**src/rtl/nestIrqPkg.sv**
```systemverilog
`timescale 1ns/1ps
package nestIrqPkg;
  localparam int ADDR_W = 4;
  localparam logic [ADDR_W-1:0] ADDR_CTRL    = 4'd8;
  localparam logic [ADDR_W-1:0] ADDR_ENABLE  = 4'd9;
  localparam logic [ADDR_W-1:0] ADDR_INSERV  = 4'd10;
  localparam logic [ADDR_W-1:0] ADDR_VECTOR  = 4'd11;

  typedef enum logic [2:0] {
    SEL_NONE, SEL_PRIO, SEL_CTRL, SEL_ENABLE, SEL_INSERV, SEL_VECTOR
  } readSel_e;

  // strobes from the decode control to the datapath
  typedef struct packed {
    logic     wrPrio;
    logic     wrCtrl;
    logic     wrEnable;
    logic     wrInServ;
    logic     rdStrobe;
    logic     rdVector;
    readSel_e readSel;
    logic [2:0] prioReg;
  } strobes_t;
endpackage

```
**src/rtl/nestIrqDecode.sv**
```systemverilog
`timescale 1ns/1ps
module nestIrqDecode
  import nestIrqPkg::*;
#(
  parameter int NUM_PRIO_REGS = 2
) (
  input  logic [ADDR_W-1:0] addr,
  input  logic              wrEn,
  input  logic              rdEn,
  output strobes_t          strb
);
  always_comb begin
    strb          = '0;
    strb.readSel  = SEL_NONE;
    strb.rdStrobe = rdEn;
    strb.prioReg  = addr[2:0];
    if (!addr[3]) begin
      if (int'(addr[2:0]) < NUM_PRIO_REGS) begin
        strb.wrPrio  = wrEn;
        strb.readSel = SEL_PRIO;
      end
    end else begin
      case (addr)
        ADDR_CTRL: begin
          strb.wrCtrl  = wrEn;
          strb.readSel = SEL_CTRL;
        end
        ADDR_ENABLE: begin
          strb.wrEnable = wrEn;
          strb.readSel  = SEL_ENABLE;
        end
        ADDR_INSERV: begin
          strb.wrInServ = wrEn;
          strb.readSel  = SEL_INSERV;
        end
        ADDR_VECTOR: begin
          strb.rdVector = rdEn;
          strb.readSel  = SEL_VECTOR;
        end
        default: strb.readSel = SEL_NONE;
      endcase
    end
  end
endmodule

```
**src/rtl/nestIrqArb.sv**
```systemverilog
`timescale 1ns/1ps
module nestIrqArb #(
  parameter int NUM_SRC = 12,
  parameter int PRIO_W  = 3,
  localparam int LEVELS = 1 << PRIO_W,
  localparam int IDX_W  = (NUM_SRC > 1) ? $clog2(NUM_SRC) : 1
) (
  input  logic [NUM_SRC-1:0]        pend,
  input  logic [NUM_SRC*PRIO_W-1:0] prioFlat,
  input  logic                      nestOn,
  input  logic [LEVELS-1:0]         inServ,
  output logic                      anyElig,
  output logic [IDX_W-1:0]          selIdx,
  output logic [PRIO_W-1:0]         selPrio
);
  logic              ceilHit;
  logic [PRIO_W-1:0] ceilVal;
  logic [PRIO_W-1:0] effPrio [NUM_SRC];
  logic [NUM_SRC-1:0] elig;

  // most urgent level currently in service
  always_comb begin
    ceilHit = 1'b0;
    ceilVal = '0;
    for (int l = LEVELS - 1; l >= 0; l--) begin
      if (inServ[l]) begin
        ceilHit = 1'b1;
        ceilVal = PRIO_W'(l);
      end
    end
  end

  for (genvar i = 0; i < NUM_SRC; i++) begin : g_src
    assign effPrio[i] = nestOn ? prioFlat[i*PRIO_W +: PRIO_W] : '0;
    assign elig[i]    = pend[i] & ~(nestOn & ceilHit & (effPrio[i] >= ceilVal));
  end

  // ascending scan, strict compare keeps the lowest index on ties
  always_comb begin
    anyElig = 1'b0;
    selIdx  = '0;
    selPrio = '0;
    for (int i = 0; i < NUM_SRC; i++) begin
      if (elig[i] && (!anyElig || effPrio[i] < selPrio)) begin
        anyElig = 1'b1;
        selIdx  = IDX_W'(i);
        selPrio = effPrio[i];
      end
    end
  end
endmodule

```
**src/rtl/nestIrqData.sv**
```systemverilog
`timescale 1ns/1ps
module nestIrqData
  import nestIrqPkg::*;
#(
  parameter int NUM_SRC = 12,
  parameter int PRIO_W  = 3,
  parameter int DATA_W  = 32,
  localparam int FIELD_W   = 4,
  localparam int FIELDS_PR = DATA_W / FIELD_W,
  localparam int LEVELS    = 1 << PRIO_W,
  localparam int IDX_W     = (NUM_SRC > 1) ? $clog2(NUM_SRC) : 1
) (
  input  logic               clk,
  input  logic               rstN,
  input  strobes_t           strb,
  input  logic [DATA_W-1:0]  wrData,
  input  logic [NUM_SRC-1:0] reqIn,
  output logic [DATA_W-1:0]  rdData,
  output logic               irqOut
);
  logic [PRIO_W-1:0]         prioQ [NUM_SRC];
  logic [NUM_SRC*PRIO_W-1:0] prioFlat;
  logic [1:0]                ctrlQ;
  logic [NUM_SRC-1:0]        enableQ;
  logic [LEVELS-1:0]         inServQ, inServNext;
  logic [DATA_W-1:0]         rdDataQ, rdNext, prioWord;
  logic                      nestOn, anyElig;
  logic [IDX_W-1:0]          selIdx;
  logic [PRIO_W-1:0]         selPrio;

  assign nestOn = ctrlQ[0];

  for (genvar i = 0; i < NUM_SRC; i++) begin : g_prio
    localparam int REG_IDX = i / FIELDS_PR;
    localparam int BIT_POS = (i % FIELDS_PR) * FIELD_W;
    always_ff @(posedge clk or negedge rstN) begin
      if (!rstN)
        prioQ[i] <= '0;
      else if (strb.wrPrio && int'(strb.prioReg) == REG_IDX)
        prioQ[i] <= wrData[BIT_POS +: PRIO_W];
    end
    assign prioFlat[i*PRIO_W +: PRIO_W] = prioQ[i];
  end

  always_ff @(posedge clk or negedge rstN) begin
    if (!rstN) begin
      ctrlQ   <= '0;
      enableQ <= '0;
    end else begin
      if (strb.wrCtrl)   ctrlQ   <= wrData[1:0];
      if (strb.wrEnable) enableQ <= wrData[NUM_SRC-1:0];
    end
  end

  nestIrqArb #(.NUM_SRC(NUM_SRC), .PRIO_W(PRIO_W)) arb_i (
    .pend    (reqIn & enableQ),
    .prioFlat(prioFlat),
    .nestOn  (nestOn),
    .inServ  (inServQ),
    .anyElig (anyElig),
    .selIdx  (selIdx),
    .selPrio (selPrio)
  );

  // retire the most urgent level, or mark the level being entered
  always_comb begin
    inServNext = inServQ;
    if (strb.wrInServ && wrData != '0)
      inServNext = inServQ & (inServQ - LEVELS'(1));
    else if (strb.rdVector && nestOn && anyElig)
      inServNext = inServQ | (LEVELS'(1) << selPrio);
  end

  always_ff @(posedge clk or negedge rstN) begin
    if (!rstN) inServQ <= '0;
    else       inServQ <= inServNext;
  end

  always_comb begin
    prioWord = '0;
    for (int i = 0; i < NUM_SRC; i++) begin
      if (i / FIELDS_PR == int'(strb.prioReg))
        prioWord[(i % FIELDS_PR) * FIELD_W +: PRIO_W] = prioQ[i];
    end
  end

  always_comb begin
    case (strb.readSel)
      SEL_PRIO:   rdNext = prioWord;
      SEL_CTRL:   rdNext = DATA_W'(ctrlQ);
      SEL_ENABLE: rdNext = DATA_W'(enableQ);
      SEL_INSERV: rdNext = DATA_W'(inServQ);
      SEL_VECTOR: rdNext = anyElig ? DATA_W'(selIdx) : '0;
      default:    rdNext = '0;
    endcase
  end

  always_ff @(posedge clk or negedge rstN) begin
    if (!rstN)              rdDataQ <= '0;
    else if (strb.rdStrobe) rdDataQ <= rdNext;
  end

  assign rdData = rdDataQ;
  assign irqOut = anyElig;


  wr_strobe_onehot_chk: assert property (@(posedge clk) disable iff (!rstN)
    $onehot0({strb.wrPrio, strb.wrCtrl, strb.wrEnable, strb.wrInServ}));


  isr_single_clear_chk: assert property (@(posedge clk) disable iff (!rstN)
    (strb.wrInServ && wrData != '0 && inServQ != '0)
      |=> ($countones(inServQ) + 1 == $countones($past(inServQ))));


  isr_zero_write_chk: assert property (@(posedge clk) disable iff (!rstN)
    (strb.wrInServ && wrData == '0) |=> $stable(inServQ));


  isr_flat_hold_chk: assert property (@(posedge clk) disable iff (!rstN)
    (strb.rdVector && !nestOn) |=> $stable(inServQ));


  isr_enter_chk: assert property (@(posedge clk) disable iff (!rstN)
    (strb.rdVector && nestOn && anyElig) |=> inServQ[$past(selPrio)]);


  sel_above_ceiling_chk: assert property (@(posedge clk) disable iff (!rstN)
    (nestOn && anyElig)
      |-> ((inServQ & ((LEVELS'(2) << selPrio) - LEVELS'(1))) == '0));
endmodule

```
**src/rtl/nestIrqCtrl.sv**
```systemverilog
`timescale 1ns/1ps
module nestIrqCtrl
  import nestIrqPkg::*;
#(
  parameter int NUM_SRC = 12,
  parameter int PRIO_W  = 3,
  parameter int DATA_W  = 32,
  localparam int FIELDS_PR     = DATA_W / 4,
  localparam int NUM_PRIO_REGS = (NUM_SRC + FIELDS_PR - 1) / FIELDS_PR
) (
  input  logic               clk,
  input  logic               rstN,
  input  logic [ADDR_W-1:0]  addr,
  input  logic [DATA_W-1:0]  wrData,
  input  logic               wrEn,
  input  logic               rdEn,
  output logic [DATA_W-1:0]  rdData,
  input  logic [NUM_SRC-1:0] reqIn,
  output logic               irqOut
);
  strobes_t strb;

  nestIrqDecode #(.NUM_PRIO_REGS(NUM_PRIO_REGS)) dec_i (
    .addr(addr),
    .wrEn(wrEn),
    .rdEn(rdEn),
    .strb(strb)
  );

  nestIrqData #(.NUM_SRC(NUM_SRC), .PRIO_W(PRIO_W), .DATA_W(DATA_W)) dp_i (
    .clk   (clk),
    .rstN  (rstN),
    .strb  (strb),
    .wrData(wrData),
    .reqIn (reqIn),
    .rdData(rdData),
    .irqOut(irqOut)
  );
endmodule

```
**config.mk**
```make
export PLATFORM = sky130hd
export DESIGN_NAME = nestIrqCtrl
export DESIGN_NICKNAME = d
export VERILOG_FILES = /design/src/rtl/nestIrqPkg.sv /design/src/rtl/nestIrqDecode.sv /design/src/rtl/nestIrqArb.sv /design/src/rtl/nestIrqData.sv /design/src/rtl/nestIrqCtrl.sv
export SDC_FILE = /design/constraint.sdc
export NUM_CORES = 1
export LEC_CHECK = 0
export BUFFER_PORTS_ARGS = -buffer_cell sky130_fd_sc_hd__buf_4
export CORE_MARGIN = 5
export CORE_UTILIZATION = 45
export CTS_CLUSTER_SIZE = 16
export DETAILED_ROUTE_END_ITERATION = 10
export PLACE_DENSITY = 0.71
export SLEW_MARGIN = 10
export SYNTH_ARGS = -nofsm -noshare
export SYNTH_HDL_FRONTEND = slang
export SYNTH_SLANG_ARGS = --single-unit
```
**constraint.sdc**
```tcl
create_clock -name clk -period 17.5 [get_ports clk]
set_clock_uncertainty 0.2 [all_clocks]
set_input_delay 1.75 -clock clk [delete_from_list [all_inputs] [get_ports clk]]
set_output_delay 1.75 -clock clk [all_outputs]
set_load 0.02 [all_outputs]
```
==> out/qor.yml <==
finish:
  final_cells: 1078
  fin_area_um2: 9150
  area_delta_synth_final_pct: 34.4
  num-nets-final: 995
  diodes: 0
  fill_cells: 1211
  drive_above_1_share_pct: 41.2
worst_setup_path:
  worstSetupStartpointType: "flop"
  cp-end-kind: "flop"
  critPathMaxStageDelay_ns: 0.57
  critPathTopFamily: "compound AO/OA/AOI/OAI gates"
  cp_data_arrival_time_ns: 17.32
  slowest_stage: "or4_4"
  cp_num_buf_inv: 4
  critPathMaxFanout: 5
  path_class: "flop to flop"
  required_ns: 17.56
die:
  die_area_um2: 17700
  ios: 85
  core.rowCount: 45
  die_h_um: 133
  die_w_um: 133
  core_um2: 15000
  start_util_pct: 45.3
power_and_ir_drop:
  power_density_nw_per_um2: 150
  p_int_w: 0.000757
  finalPower_w: 0.00137
  ir_drop_v: 0.0000940
  swShare_pct: 44.7
  switching_power_w: 0.000612
  pwr-share-comb_pct: 65.6
  pwr-share-clk_pct: 14.8
  seq_power_share_pct: 19.5
  leakage_nw: 4.04
route:
  drtIter0Drc: 618
  drc: 0
  dr.pass1.iters: 6
  vias_per_cell: 6.25
  drt_wl_total_mm: 22.7
  via_count: 6739
  highest_layer: "met4"
  met1_length_mm: 9.88
  antenna_left: 0
  wl_met2_mm: 10.5
  wl_met3_mm: 1.65
  wl_per_cell_um: 21.0
place:
  dp_cells: 1032
  dpl_cell_area_um2: 8010
  globalplace.congestion: 0.939
  hpwlAfterDp_mm: 16.2
  place.port_buffers: 79
synth:
  seq_area_frac_synth_pct: 31.3
  ys_ff_latch: 85
  synth_most_common_cell: "dfrtp_1"
  synth_top_cell_area_share_pct: 31.3
  synthFlopType: "dfrtp_1"
  ys_types: 81
  syn_inst: 723
  synth_warnings: 0
  synth_area_leaders: "dfrtp_1 31%, ha_1 11%, mux2_2 10%"
  yosys.area.top_type: "dfrtp_1"
  synth.avg_cell_area_um2: 9.41
  async_reset_ff_share_pct: 100
  synth_edf_count: 0
  synth_common_cells: "85 x dfrtp_1, 61 x mux2_2, 59 x nand2_1, 58 x ha_1, 42 x nor2_1"
  syn_area_um2: 6800
clocking:
  cts_buffers: 9
  clk_pin_slew_ns: 0.07
  cts_hold_buf: 0
  cts_sinks: 85
  cts-root-buf: "clkbuf_16"
  clockBufferDepth: 2
  cts_tree: "yes"
  cts-htree-levels: 3
  clk_latency_ns: 0.35
outcome:
  status: "completed"
sta:
  finalSetupTns_ns: 0
  worst-slew-pin-transition_ns: 0.985
  period_share_pct: 98.6
  drv_slew: 0
  period_minus_slack_ns: 17.26
  fmax_mhz: 57.9
  setup-violations-final: 0
  relSlewSlack_pct: 34.2
  final_hold_viol_count: 0
  rsz0062_at_grt: "true"
global_route:
  first_global_vias: 6183
  grt_max_degree: 86
  grt_usage_pct: 23.8
  grt-ovfl-total: 0
  antenna_found_initial: 0
  grt_pass1_wl_mm: 33.7
worst_hold_path:
  hold_path_class: "flop to flop"
flow_run:
  max_cap_violations: 0
routing by layer:
| layer | vias up | track usage [%] |
|---|---|---|
| met3 | 56 | 3.23 |
| met1 | 3297 | 34.4 |
| met5 | - | 0 |
| met2 | 283 | 36.4 |
| met4 | 0 | 8.26 |
| li1 | 3103 | - |
final timing paths:
path                                      to  slack, ns         startpoint  depth (start not counted)
setup reg to reg             dp_i.inServQ[6]       0.24    dp_i.inServQ[4]                         89
setup / recovery             dp_i.inServQ[6]       0.24    dp_i.inServQ[4]                         89
hold reg to reg              dp_i.rdData[29]       0.31  dp_i.prioFlat[22]                          1
min in group asynchronous    dp_i.rdData[11]       1.09               rstN                          1
max in group asynchronous  dp_i.prioFlat[12]      15.36               rstN                          2
hold / removal               dp_i.rdData[29]       0.31  dp_i.prioFlat[22]                          1
power groups by stage:
| stage | logic [W] | clock network, W | registers [W] |
|---|---|---|---|
| after floorplan | 0.000466 | 0 | 0.000257 |
| after global placement | 0.000684 | 0 | 0.000268 |
| after detailed placement | 0.000693 | 0 | 0.000268 |
| after CTS | 0.000707 | 0.000204 | 0.000265 |
| after global routing | 0.000971 | 0.000212 | 0.000271 |
| final | 0.000899 | 0.000203 | 0.000267 |
state kept, by name, indices dropped and copies added, names as in the netlist:
name	flops
dp_i.prioFlat	36
dp_i.rdData	27
dp_i.enableQ	12
dp_i.inServQ	8
dp_i.ctrlQ	2
kinds of logic (layout without fill, tap and decap cells):
group	after synthesis	count (layout)	synth area share [%]
flip-flops	85	85	31.3
AO/OA/AOI/OAI	232	232	26.0
buffers and inverters	55	218	3.53
adder cells (fa/ha/maj)	58	58	10.7
multiplexers	63	63	10.5
AND/OR/NAND/NOR	229	229	18.0
other	1	5	0.0551
layout by cell type, fill, tap and decap left out, types with 8 or more instances in the layout:
| cell type | n |
|---|---|
| buf_4 | 171 |
| ha_4 | 11 |
| mux2_2 | 60 |
| a21oi_2 | 14 |
| nand2_1 | 51 |
| a22o_1 | 14 |
| o21a_1 | 12 |
| nor4_1 | 12 |
| a21oi_1 | 23 |
| dfrtp_1 | 85 |
| nor2_1 | 33 |
| a22oi_1 | 10 |
| nand3_1 | 19 |
| clkbuf_16 | 9 |
| a21o_1 | 15 |
| inv_1 | 25 |
| o21ai_0 | 19 |
| ha_1 | 44 |
| nor3_1 | 12 |
| o21ai_1 | 8 |
| o211ai_1 | 11 |
| nand2b_1 | 14 |
| and2_1 | 23 |
layout make-up:
type,count,area [µm²],share of cell area (%)
flip-flops and latches,85,2130,23.3
multi-input cells,587,5040,55.1
repair buffers,174,1330,14.6
clock buffers,10,229,2.50
inverters,28,105,1.15
clock inverters,6,75.1,0.821
well taps,188,235,2.57
timing repair:
| item | CTS | global route |
|---|---|---|
| pin swaps | 2 | 85 |
| setup endpoints to repair | 12 | 12 |
| buffers inserted | 2 | 28 |
| endpoints found under the hold margin | 0 | 0 |
| gates resized for setup | 9 | 111 |
| cloned | 0 | 0 |
per-stage QoR:
step / util (%) / hold slack [ns] / setup slack, ns
floorplan: - / 0.274 / 0.0105
global route: 60.8 / 0.341 / -0.681
global placement: 53.3 / 0.280 / -0.226
detailed placement: 53.3 / 0.295 / -0.806
finish: 60.8 / 0.310 / 0.243
CTS: 55.7 / 0.309 / 0.00687
(Power assumes the default switching activity.)
